## src/rtl/sar_seq_pkg.sv

```systemverilog
package sar_seq_pkg;
  typedef enum logic [1:0] {
    ST_IDLE,
    ST_WAKE,
    ST_SEARCH,
    ST_SHIFT
  } seq_state_t;
endpackage

```

## src/rtl/sar_start_gate.sv

```systemverilog
// Detects a fresh low-to-high transition of the enable input and turns it
// into a start pulse only while the sequencer is idle.
module sar_start_gate (
  input  logic clk,
  input  logic rst_n,
  input  logic en_i,
  input  logic idle_i,
  output logic start_o
);
  logic en_q;

  // Reset value 1: enable must be observed low before any start.
  always_ff @(posedge clk) begin
    if (!rst_n) en_q <= 1'b1;
    else        en_q <= en_i;
  end

  assign start_o = idle_i & en_i & ~en_q;
endmodule

```

## src/rtl/sar_core.sv

```systemverilog
// Binary search register: a one-hot mask walks from MSB to LSB.
module sar_core #(
  parameter int W = 8
) (
  input  logic         clk,
  input  logic         rst_n,
  input  logic         clr_i,
  input  logic         load_i,
  input  logic         decide_i,
  input  logic         cmp_ge_i,
  output logic [W-1:0] trial_o
);
  localparam logic [W-1:0] TOP_BIT = {1'b1, {(W-1){1'b0}}};

  logic [W-1:0] trial_q;
  logic [W-1:0] mask_q;
  logic [W-1:0] kept;

  assign kept = cmp_ge_i ? trial_q : (trial_q & ~mask_q);

  always_ff @(posedge clk) begin
    if (!rst_n || clr_i) begin
      trial_q <= '0;
      mask_q  <= '0;
    end else if (load_i) begin
      trial_q <= TOP_BIT;
      mask_q  <= TOP_BIT;
    end else if (decide_i && (mask_q != '0)) begin
      trial_q <= kept | (mask_q >> 1);
      mask_q  <= mask_q >> 1;
    end
  end

  assign trial_o = trial_q;
endmodule

```

## src/rtl/sar_ser_tx.sv

```systemverilog
// Self-clocked serializer: low half then high half per bit, MSB first.
module sar_ser_tx #(
  parameter int W    = 8,
  parameter int HALF = 6
) (
  input  logic         clk,
  input  logic         rst_n,
  input  logic         go_i,
  input  logic [W-1:0] word_i,
  output logic         sclk_o,
  output logic         sdata_o,
  output logic         done_o
);
  localparam int HW = $clog2(HALF + 1);
  localparam int BW = (W > 1) ? $clog2(W) : 1;
  localparam logic [HW-1:0] H_LAST = HW'(HALF - 1);
  localparam logic [BW-1:0] B_LAST = BW'(W - 1);

  logic [W-1:0]  shreg;
  logic [HW-1:0] hcnt;
  logic [BW-1:0] bitn;
  logic          active;
  logic          sclk_q;
  logic          sdata_q;
  logic          half_end;

  assign half_end = active && (hcnt == H_LAST);
  assign done_o   = half_end && sclk_q && (bitn == B_LAST);

  always_ff @(posedge clk) begin
    if (!rst_n) begin
      shreg   <= '0;
      hcnt    <= '0;
      bitn    <= '0;
      active  <= 1'b0;
      sclk_q  <= 1'b0;
      sdata_q <= 1'b0;
    end else if (go_i) begin
      shreg   <= word_i;
      sdata_q <= word_i[W-1];
      hcnt    <= '0;
      bitn    <= '0;
      sclk_q  <= 1'b0;
      active  <= 1'b1;
    end else if (half_end) begin
      hcnt <= '0;
      if (!sclk_q) begin
        sclk_q <= 1'b1;
      end else begin
        sclk_q <= 1'b0;
        if (bitn == B_LAST) begin
          active  <= 1'b0;
          sdata_q <= 1'b0;
        end else begin
          bitn    <= bitn + 1'b1;
          shreg   <= shreg << 1;
          sdata_q <= shreg[W-2];
        end
      end
    end else if (active) begin
      hcnt <= hcnt + 1'b1;
    end
  end

  assign sclk_o  = sclk_q;
  assign sdata_o = sdata_q;
endmodule

```

## src/rtl/sar_readout_seq.sv

```systemverilog
// Top: wake-up wait, SAR search, then serial readout of the result.
module sar_readout_seq
  import sar_seq_pkg::*;
#(
  parameter int W        = 8,
  parameter int HALF     = 6,
  parameter int WAKE_CYC = 98
) (
  input  logic         clk,
  input  logic         rst_n,
  input  logic         conv_en,
  input  logic         cmp_ge,
  output logic [W-1:0] trial_code,
  output logic         sclk_o,
  output logic         sdata_o
);
  // Search takes 2*W+1 cycles (settle, decide per bit, then hand-off);
  // the serializer spends HALF low cycles before its first rising edge.
  localparam int SRCH_LEN = 2 * W + 1;
  localparam int WAKE_LEN = WAKE_CYC - HALF - SRCH_LEN;
  localparam int CNT_MAX  = (WAKE_LEN > SRCH_LEN) ? WAKE_LEN : SRCH_LEN;
  localparam int CW       = $clog2(CNT_MAX + 1);
  localparam logic [CW-1:0] WAKE_LAST = CW'(WAKE_LEN - 1);
  localparam logic [CW-1:0] SRCH_LAST = CW'(SRCH_LEN - 1);

  seq_state_t st;
  logic [CW-1:0] cnt;
  logic busy;
  logic start;
  logic sar_load;
  logic sar_decide;
  logic ser_go;
  logic ser_done;

  assign busy = (st != ST_IDLE);

  sar_start_gate u_gate (
    .clk     (clk),
    .rst_n   (rst_n),
    .en_i    (conv_en),
    .idle_i  (~busy),
    .start_o (start)
  );

  always_ff @(posedge clk) begin
    if (!rst_n) begin
      st  <= ST_IDLE;
      cnt <= '0;
    end else begin
      unique case (st)
        ST_IDLE: begin
          if (start) begin
            st  <= ST_WAKE;
            cnt <= '0;
          end
        end
        ST_WAKE: begin
          if (cnt == WAKE_LAST) begin
            st  <= ST_SEARCH;
            cnt <= '0;
          end else begin
            cnt <= cnt + 1'b1;
          end
        end
        ST_SEARCH: begin
          if (cnt == SRCH_LAST) begin
            st  <= ST_SHIFT;
            cnt <= '0;
          end else begin
            cnt <= cnt + 1'b1;
          end
        end
        ST_SHIFT: begin
          if (ser_done) st <= ST_IDLE;
        end
        default: st <= ST_IDLE;
      endcase
    end
  end

  assign sar_load   = (st == ST_WAKE) && (cnt == WAKE_LAST);
  assign sar_decide = (st == ST_SEARCH) && cnt[0];
  assign ser_go     = (st == ST_SEARCH) && (cnt == SRCH_LAST);

  sar_core #(.W(W)) u_sar (
    .clk      (clk),
    .rst_n    (rst_n),
    .clr_i    (ser_done),
    .load_i   (sar_load),
    .decide_i (sar_decide),
    .cmp_ge_i (cmp_ge),
    .trial_o  (trial_code)
  );

  sar_ser_tx #(.W(W), .HALF(HALF)) u_ser (
    .clk     (clk),
    .rst_n   (rst_n),
    .go_i    (ser_go),
    .word_i  (trial_code),
    .sclk_o  (sclk_o),
    .sdata_o (sdata_o),
    .done_o  (ser_done)
  );
endmodule

```

## config.mk

```make
export PLATFORM = sky130hd
export DESIGN_NAME = sar_readout_seq
export DESIGN_NICKNAME = d
export VERILOG_FILES = /design/src/rtl/sar_seq_pkg.sv /design/src/rtl/sar_start_gate.sv /design/src/rtl/sar_core.sv /design/src/rtl/sar_ser_tx.sv /design/src/rtl/sar_readout_seq.sv
export SDC_FILE = /design/constraint.sdc
export NUM_CORES = 1
export LEC_CHECK = 0
export BUFFER_PORTS_ARGS = -buffer_cell sky130_fd_sc_hd__buf_2
export CAP_MARGIN = 15
export CORE_MARGIN = 5
export CORE_UTILIZATION = 45
export DETAILED_ROUTE_END_ITERATION = 16
export GPL_TIMING_DRIVEN = 0
export PLACE_DENSITY = 0.7
export REMOVE_ABC_BUFFERS = 1
export SETUP_SLACK_MARGIN = 0.5
export SLEW_MARGIN = 20
export SYNTH_ARGS = -nofsm -noshare
export SYNTH_HDL_FRONTEND = slang
export SYNTH_SLANG_ARGS = --single-unit
```

## constraint.sdc

```tcl
create_clock -name clk -period 2.76 [get_ports clk]
set_clock_uncertainty 0.15 [all_clocks]
set_input_delay 0.138 -clock clk [delete_from_list [all_inputs] [get_ports clk]]
set_output_delay 0.138 -clock clk [all_outputs]
set_load 0.02 [all_outputs]
```

==> results of run 1 <==
==> cell families after synthesis <==
group | after synthesis
AND/OR/NAND/NOR | 97
AO/OA/AOI/OAI | 60
flip-flops | 42
buffers and inverters | 19
adder cells (fa/ha/maj) | 12
XOR/XNOR | 6
multiplexers | 2
==> per-stage QoR <==
stage | area, um^2 | hold slack (ns) | util [%]
floorplan | 1930 | 0.0610 | -
global placement | 2060 | 0.187 | 47.9
detailed placement | 2060 | 0.194 | 47.9
CTS | 2150 | 0.00181 | 50.2
global route | 2160 | 0.0401 | 50.2
finish | 2160 | 0.0109 | 50.2
==> final cells by class <==
cell class | count | area (um^2) | share of cell area (%)
clock buffers | 6 | 72.6 | 3.36
clock inverters | 2 | 13.8 | 0.638
inverters | 10 | 37.5 | 1.74
multi-input cells | 177 | 1050 | 48.8
flip-flops and latches | 42 | 841 | 39.0
well taps | 52 | 65.1 | 3.02
repair buffers | 14 | 75.1 | 3.48
==> power groups by stage <==
| stage | Sequential [mW] | Clock, mW | Combinational [mW] |
|---|---|---|---|
| after floorplan | 0.642 | 0 | 0.183 |
| after global placement | 0.646 | 0 | 0.224 |
| after detailed placement | 0.646 | 0 | 0.224 |
| after CTS | 0.632 | 0.406 | 0.227 |
| after global routing | 0.634 | 0.439 | 0.253 |
| final | 0.632 | 0.394 | 0.227 |
==> path summary, 6_finish.rpt <==
check | endpoint | slack, ns | depth (start not counted)
worst max-delay path | u_ser.shreg[2]$_SDFFE_PN0P_ | 0.74 | 5
worst min-delay path | u_gate.en_q$_SDFF_PN1_ | 0.01 | 2
worst max register to register | u_ser.shreg[2]$_SDFFE_PN0P_ | 0.74 | 5
worst min register to register | u_sar.mask_q[0]$_SDFFE_PP0P_ | 0.32 | 2
==> flip-flops by register name (all words and copies together), names as in the netlist <==
signal and cells:
st 2, u_ser.sclk_o 1, u_ser.active 1, u_ser.hcnt 3
u_ser.shreg 7, u_ser.sdata_o 1, u_sar.trial_o 8, u_sar.mask_q 8
u_ser.bitn 3, cnt 7, u_gate.en_q 1
==> what timing repair did <==
action	4_1_cts	5_1_grt
endpoints found under the hold margin	1	0
gates resized for setup	0	1
setup endpoints to repair	0	6
hold buffers	1	0
==> layer usage <==
layer | GRT usage [%] | wire, um
met5 | 0 | 0
met2 | 21.9 | 1740
met3 | 3.55 | 126
met4 | 5.24 | 47
met1 | 18.8 | 1910
==> worst max-delay path, delay by kind of cell, from the launching register on <==
kind	cells	cell delay (ns)
simple gates	3	0.94
flops	1	0.38
compound gates	1	0.27
fa+ha+maj	1	0.20
==> cell usage in the layout (no fill, tap or decap), drive strengths merged, types with 2 or more instances in the layout <==
cell / n
nand3: 12
ha: 12
nand2: 50
nor2: 22
o2bb2ai: 3
xnor2: 4
clkbuf: 6
inv: 10
o21ai: 12
mux2i: 2
xor2: 2
a211oi: 3
buf: 13
o211ai: 4
a311oi: 5
clkinv: 2
dfxtp: 42
nand2b: 3
a21oi: 25
a21boi: 4
and2: 3
==> impl_metrics.prom, run 1 <==
# TYPE chip_impl_metric gauge
chip_impl_metric{name="combPwrFrac",unit="%"} 18.1
chip_impl_info{name="path_cells",value="ha_1 > nand4_1 > nor2_2 > nand2_1 > a311oi_1"} 1
chip_impl_metric{name="die_width",unit="um"} 76.1
chip_impl_info{name="synth_area_leader_cell",value="dfxtp_1"} 1
chip_impl_metric{name="globalRouteTotalUtil",unit="%"} 14.1
chip_impl_metric{name="postCtsSetupBuffers",unit=""} 0
chip_impl_metric{name="syn_inst_count",unit=""} 238
chip_impl_metric{name="synth.lib_cells_used.distinct",unit=""} 37
chip_impl_metric{name="drcViolationCount",unit=""} 0
chip_impl_info{name="rsz0062_at_grt",value="no"} 1
chip_impl_metric{name="synth_adder_area_share",unit="%"} 7.64
chip_impl_metric{name="grt_pass1_vias",unit=""} 1510
chip_impl_info{name="hold_path.startpoint",value="rst_n"} 1
chip_impl_metric{name="totalNegativeSetupSlack",unit="ns"} 0
chip_impl_info{name="critical_path.slowest_cell",value="nor2_2"} 1
chip_impl_metric{name="finish.net_count",unit=""} 266
chip_impl_metric{name="swShare",unit="%"} 29.3
chip_impl_metric{name="core",unit="mm^2"} 0.00429
chip_impl_metric{name="postSynthAreaPerCell",unit="um^2"} 8.26
chip_impl_metric{name="cts_max_level",unit=""} 2
chip_impl_info{name="yosys.cell_count.top_type",value="nand2_1"} 1
chip_impl_metric{name="initial_antenna_violation_count",unit=""} 0
chip_impl_metric{name="timing.max_slew.rel_slack",unit="%"} 68.2
chip_impl_metric{name="critPathMaxStageDelay",unit="ns"} 0.46
chip_impl_metric{name="chipHeight",unit="um"} 76.1
chip_impl_info{name="worst_r2r_startpoint",value="u_ser.hcnt[0]$_SDFFE_PP0P_"} 1
chip_impl_metric{name="max_slew.worst_pin.slew",unit="ns"} 0.476
chip_impl_metric{name="design_power_total",unit="mW"} 1.25
chip_impl_metric{name="clock_latency",unit="ns"} 0.29
chip_impl_metric{name="ioPinCount",unit=""} 14
chip_impl_metric{name="drv_cap",unit=""} 0
chip_impl_metric{name="maximum_clock_frequency",unit="MHz"} 494
chip_impl_info{name="min-delay-path-class",value="in -> reg"} 1
chip_impl_metric{name="cts.path.max_buffers",unit=""} 2
chip_impl_metric{name="place.port_buffers",unit=""} 13
chip_impl_info{name="ys.flop_type",value="dfxtp_1"} 1
chip_impl_metric{name="intPower",unit="mW"} 0.886
chip_impl_metric{name="simple_logic_cell_fraction_of_the_synthesized_area",unit="%"} 22.5
chip_impl_metric{name="dr.pass1.iters",unit=""} 4
chip_impl_metric{name="grt_overflow_total",unit=""} 0
chip_impl_metric{name="yosysTopAreaCellShare",unit="%"} 42.8
chip_impl_metric{name="gpl.final_weighted_congestion",unit=""} 0.807
chip_impl_metric{name="syn-cell-area",unit="mm^2"} 0.00197
chip_impl_metric{name="detail-route-antenna-nets",unit=""} 0
chip_impl_metric{name="dp_hpwl",unit="mm"} 2.67
chip_impl_metric{name="cp_max_fanout",unit=""} 11
chip_impl_metric{name="powerDensity",unit="mW/mm^2"} 581
chip_impl_info{name="worst-setup-path-type",value="reg -> reg"} 1
chip_impl_metric{name="row_count",unit=""} 24
chip_impl_metric{name="cp_data_required_time",unit="ns"} 2.81
chip_impl_metric{name="viasPerCell",unit=""} 5.28
chip_impl_metric{name="synth_compound_gate_area_share",unit="%"} 19.5
chip_impl_metric{name="layout-drive-gt1-share",unit="%"} 10.8
chip_impl_metric{name="synth-edff-count",unit=""} 0
chip_impl_metric{name="final_critical_path_setup_slack",unit="ns"} 0.736
chip_impl_metric{name="netSwitchingPower",unit="mW"} 0.367
chip_impl_metric{name="grt_first_pass_wirelength",unit="mm"} 6.91
chip_impl_metric{name="synthMuxAreaShare",unit="%"} 1.02
chip_impl_metric{name="irDropWorstVdd",unit="V"} 0.000233
chip_impl_metric{name="placedCellCount",unit=""} 294
chip_impl_metric{name="number_of_max_slew_violations_in_the_final_report",unit=""} 0
chip_impl_info{name="start_kind",value="flop"} 1
chip_impl_info{name="synth_top_family_by_area",value="simple AND/OR/NAND/NOR gates"} 1
chip_impl_metric{name="final_critical_delay_including_setup_and_external_delays",unit="ns"} 2.02
chip_impl_metric{name="yosys_register_bits",unit=""} 42
chip_impl_metric{name="start_util",unit="%"} 45.8
chip_impl_metric{name="fillers",unit=""} 416
chip_impl_metric{name="die-area",unit="mm^2"} 0.00579
chip_impl_metric{name="yosysSeqAreaShare",unit="%"} 42.8
chip_impl_metric{name="wire_per_inst",unit="um"} 12.6
chip_impl_metric{name="xor_xnor_portion_of_the_synthesized_cell_area",unit="%"} 2.67
chip_impl_metric{name="report.final.setup_viol",unit=""} 0
chip_impl_metric{name="postSynth.asyncResetShare",unit="%"} 0
chip_impl_info{name="synth_area_leaders",value="dfxtp_1 (43%), nand2_1 (9.5%), ha_1 (7.6%)"} 1
chip_impl_metric{name="insertedDiodeCount",unit=""} 0
chip_impl_metric{name="route.vias.total",unit=""} 1601
chip_impl_metric{name="area.growth.synth_to_final",unit="%"} 9.74
chip_impl_metric{name="critical_path_arrival",unit="ns"} 2.07
chip_impl_info{name="cts_tree",value="built"} 1
chip_impl_metric{name="pin_count_of_the_biggest_net_entering_global_routing",unit=""} 19
chip_impl_metric{name="hold_violations",unit=""} 0
chip_impl_metric{name="clock_network_power_share",unit="%"} 31.5
chip_impl_metric{name="finish.cell_count_without_fillers",unit=""} 303
chip_impl_metric{name="pre_cts_slack",unit="ns"} 0.609
chip_impl_metric{name="tritoncts_num_sinks",unit=""} 42
chip_impl_metric{name="wl",unit="mm"} 3.82
chip_impl_info{name="critPathCaptureType",value="flop"} 1
chip_impl_info{name="run_status",value="completed"} 1
chip_impl_metric{name="sequentialPowerShare",unit="%"} 50.4
chip_impl_metric{name="drtIter0Drc",unit=""} 72
chip_impl_metric{name="layout_worst_path_cycle_share",unit="%"} 73.3
chip_impl_metric{name="clk_pin_slew",unit="ns"} 0.08
chip_impl_info{name="post_synth_most_frequent_cells",value="nand2_1 (50), dfxtp_1 (42), a21oi_1 (25), nor2_1 (21), ha_1 (12)"} 1
chip_impl_info{name="setup.worst_path.start",value="u_ser.hcnt[0]$_SDFFE_PP0P_"} 1
chip_impl_metric{name="yosysWarningCount",unit=""} 0
chip_impl_info{name="root_buffer",value="clkbuf_8"} 1
chip_impl_metric{name="numCtsBuffers",unit=""} 5
chip_impl_metric{name="p_leak",unit="nW"} 0.801
No activity file was read; power rests on OpenSTA's default activity.
==> inputs of run 2 (changes only) <==
==> constraint.sdc (replaced) <==
create_clock -name clk -period 2 [get_ports clk]
set_clock_uncertainty 0.15 [all_clocks]
set_input_delay 0.1 -clock clk [delete_from_list [all_inputs] [get_ports clk]]
set_output_delay 0.1 -clock clk [all_outputs]
set_load 0.02 [all_outputs]
==> run 2 against run 1 <==
Net effect: clock power rose by 38%; flip-flop and latch count did not move; sequential share of layout area fell by 4.8 points.
==> impl_metrics.prom, run 2 (same netlist as run 1, synthesis figures left out) <==
# TYPE chip_impl_metric gauge
chip_impl_info{name="start_kind",value="flop"} 1
chip_impl_metric{name="numCtsBuffers",unit=""} 5
chip_impl_metric{name="netSwitchingPower",unit="mW"} 0.577
chip_impl_metric{name="powerDensity",unit="mW/mm^2"} 769
chip_impl_metric{name="finish.net_count",unit=""} 283
chip_impl_info{name="rsz0062_at_grt",value="yes"} 1
chip_impl_metric{name="irDropWorstVdd",unit="V"} 0.000357
chip_impl_metric{name="die-area",unit="mm^2"} 0.00579
chip_impl_info{name="mostFrequentLayoutCell",value="nand2_1"} 1
chip_impl_metric{name="wl",unit="mm"} 4.35
chip_impl_info{name="worst_setup_path_end",value="st[0]$_SDFFE_PN0P_"} 1
chip_impl_metric{name="cp_data_required_time",unit="ns"} 2.06
chip_impl_metric{name="p_leak",unit="nW"} 0.914
chip_impl_metric{name="gpl.final_weighted_congestion",unit=""} 0.807
chip_impl_metric{name="viasPerCell",unit=""} 5.36
chip_impl_metric{name="core",unit="mm^2"} 0.00429
chip_impl_metric{name="dr.pass1.iters",unit=""} 4
chip_impl_metric{name="layout_worst_path_cycle_share",unit="%"} 83.7
chip_impl_metric{name="intPower",unit="mW"} 1.35
chip_impl_info{name="critPathCaptureType",value="flop"} 1
chip_impl_info{name="root_buffer",value="clkbuf_8"} 1
chip_impl_metric{name="grt_pass1_vias",unit=""} 1665
chip_impl_metric{name="pin_count_of_the_biggest_net_entering_global_routing",unit=""} 16
chip_impl_metric{name="start_util",unit="%"} 45.8
chip_impl_info{name="setup.worst_path.start",value="cnt[1]$_SDFFE_PN0P_"} 1
chip_impl_metric{name="final_critical_delay_including_setup_and_external_delays",unit="ns"} 1.67
chip_impl_metric{name="drcViolationCount",unit=""} 0
chip_impl_metric{name="cp_max_fanout",unit=""} 4
chip_impl_info{name="run_status",value="completed"} 1
chip_impl_metric{name="chipHeight",unit="um"} 76.1
chip_impl_metric{name="clock_network_power_share",unit="%"} 28.2
chip_impl_metric{name="drv_cap",unit=""} 0
chip_impl_info{name="critical_path.slowest_cell",value="o41a_1"} 1
chip_impl_metric{name="area.growth.synth_to_final",unit="%"} 27.5
chip_impl_info{name="path_cells",value="inv_2 > ha_4 > and4bb_4 > a21boi_4 > o41a_1 > a211oi_2"} 1
chip_impl_metric{name="maximum_clock_frequency",unit="MHz"} 597
chip_impl_metric{name="drtIter0Drc",unit=""} 72
chip_impl_metric{name="tritoncts_num_sinks",unit=""} 42
chip_impl_metric{name="ioPinCount",unit=""} 14
chip_impl_metric{name="fillers",unit=""} 383
chip_impl_metric{name="critPathMaxStageDelay",unit="ns"} 0.43
chip_impl_metric{name="swShare",unit="%"} 29.9
chip_impl_metric{name="final_critical_path_setup_slack",unit="ns"} 0.326
chip_impl_metric{name="sequentialPowerShare",unit="%"} 45.7
chip_impl_metric{name="report.final.setup_viol",unit=""} 0
chip_impl_metric{name="clk_pin_slew",unit="ns"} 0.08
chip_impl_metric{name="globalRouteTotalUtil",unit="%"} 15.6
chip_impl_metric{name="r2r_cells",unit=""} 6
chip_impl_metric{name="place.port_buffers",unit=""} 13
chip_impl_info{name="reg2reg_to",value="st[0]$_SDFFE_PN0P_"} 1
chip_impl_metric{name="finish.cell_count_without_fillers",unit=""} 320
chip_impl_metric{name="postLayoutCoreUtil",unit="%"} 58.4
chip_impl_metric{name="r2r_setup_slack",unit="ns"} 0.33
chip_impl_metric{name="grt_first_pass_wirelength",unit="mm"} 7.63
chip_impl_metric{name="cts.path.max_buffers",unit=""} 2
chip_impl_metric{name="max_slew.worst_pin.slew",unit="ns"} 0.374
chip_impl_metric{name="insertedDiodeCount",unit=""} 0
chip_impl_metric{name="row_count",unit=""} 24
chip_impl_metric{name="initial_antenna_violation_count",unit=""} 0
chip_impl_metric{name="layout-drive-gt1-share",unit="%"} 28.7
chip_impl_metric{name="clock_latency",unit="ns"} 0.29
chip_impl_info{name="cts_tree",value="built"} 1
chip_impl_metric{name="critical_path_arrival",unit="ns"} 1.74
chip_impl_metric{name="number_of_max_slew_violations_in_the_final_report",unit=""} 0
chip_impl_info{name="worst-setup-path-type",value="reg -> reg"} 1
chip_impl_info{name="min-delay-path-class",value="in -> reg"} 1
chip_impl_metric{name="combPwrFrac",unit="%"} 26.2
chip_impl_metric{name="dp_hpwl",unit="mm"} 2.67
chip_impl_metric{name="timing.max_slew.rel_slack",unit="%"} 75.1
chip_impl_metric{name="cts_max_level",unit=""} 2
chip_impl_metric{name="hold_violations",unit=""} 0
chip_impl_metric{name="placedCellCount",unit=""} 294
chip_impl_metric{name="die_width",unit="um"} 76.1
chip_impl_info{name="worst_r2r_startpoint",value="cnt[1]$_SDFFE_PN0P_"} 1
chip_impl_info{name="final_cell_mix",value="nand2_1 (48), dfxtp_1 (34), a21oi_1 (22)"} 1
chip_impl_metric{name="route.vias.total",unit=""} 1714
chip_impl_metric{name="detail-route-antenna-nets",unit=""} 0
chip_impl_metric{name="wire_per_inst",unit="um"} 13.6
chip_impl_metric{name="design_power_total",unit="mW"} 1.93
chip_impl_metric{name="pre_cts_slack",unit="ns"} -0.151
chip_impl_metric{name="grt_overflow_total",unit=""} 0
## run 2: critical path: cells and delay by family, from the launching register on
family / cells / cell delay [ns]
AOI/OAI and AO/OA: 3 / 0.65
adders and majority gates: 1 / 0.12
buffers and inverters: 1 / 0.07
DFF: 1 / 0.34
and+or+nand+nor: 1 / 0.26
## run 2: repair_timing
action	CTS	global route
gates resized for setup	47	7
hold buffers	2	0
endpoints found under the setup margin	41	41
pin swaps	12	4
buffers inserted	15	0
cloned	0	1
hold endpoints to repair	1	0
## run 2: worst min path at each step
| stage | start | end | slack, ns | depth (start not counted) |
|---|---|---|---|---|
| after floorplan | rst_n | u_gate.en_q$_SDFF_PN1_ | 0.02 | 1 |
| after global placement | conv_en | u_gate.en_q$_SDFF_PN1_ | 0.15 | 2 |
| after detailed placement | conv_en | u_gate.en_q$_SDFF_PN1_ | 0.16 | 2 |
| after CTS | rst_n | st[1]$_SDFFE_PN0P_ | 0.02 | 3 |
| after global routing | rst_n | st[1]$_SDFFE_PN0P_ | 0.06 | 3 |
| final | rst_n | st[1]$_SDFFE_PN0P_ | 0.04 | 3 |
## run 2: cell type report
| class | instances | area (um^2) | area share [%] |
|---|---|---|---|
| Timing Repair Buffer | 30 | 230 | 9.19 |
| Sequential cell | 42 | 856 | 34.1 |
| Tap cell | 52 | 65.1 | 2.60 |
| Inverter | 10 | 40.0 | 1.60 |
| Clock inverter | 2 | 13.8 | 0.549 |
| Clock buffer | 6 | 72.6 | 2.90 |
| Multi-Input combinational cell | 178 | 1230 | 49.0 |
## run 2: per-layer routing
metal  vias to the layer above  routed length [um]  GRT usage [%]
li1                        878                   -              -
met1                       790                2050           20.6
met2                        40                2040           24.6
met3                         6                 175           3.66
met4                         0                  86           6.29
met5                         -                   0              0
## run 2: through the flow
stage / area (um^2) / setup TNS [ns] / hold slack, ns
3_5_place_dp: 2060 / -0.838 / 0.156
3_3_place_gp: 2060 / -0.871 / 0.149
6_report: 2510 / 0 / 0.0381
4_1_cts: 2480 / 0 / 0.0229
5_1_grt: 2510 / 0 / 0.0630
2_1_floorplan: 1930 / 0 / 0.0230
## run 2: power groups by stage
stage	combinational, mW	sequential (mW)	clock [mW]
after global placement	0.309	0.891	0
final	0.504	0.880	0.543
after global routing	0.540	0.883	0.607
after detailed placement	0.309	0.892	0
after CTS	0.485	0.881	0.561
after floorplan	0.252	0.887	0
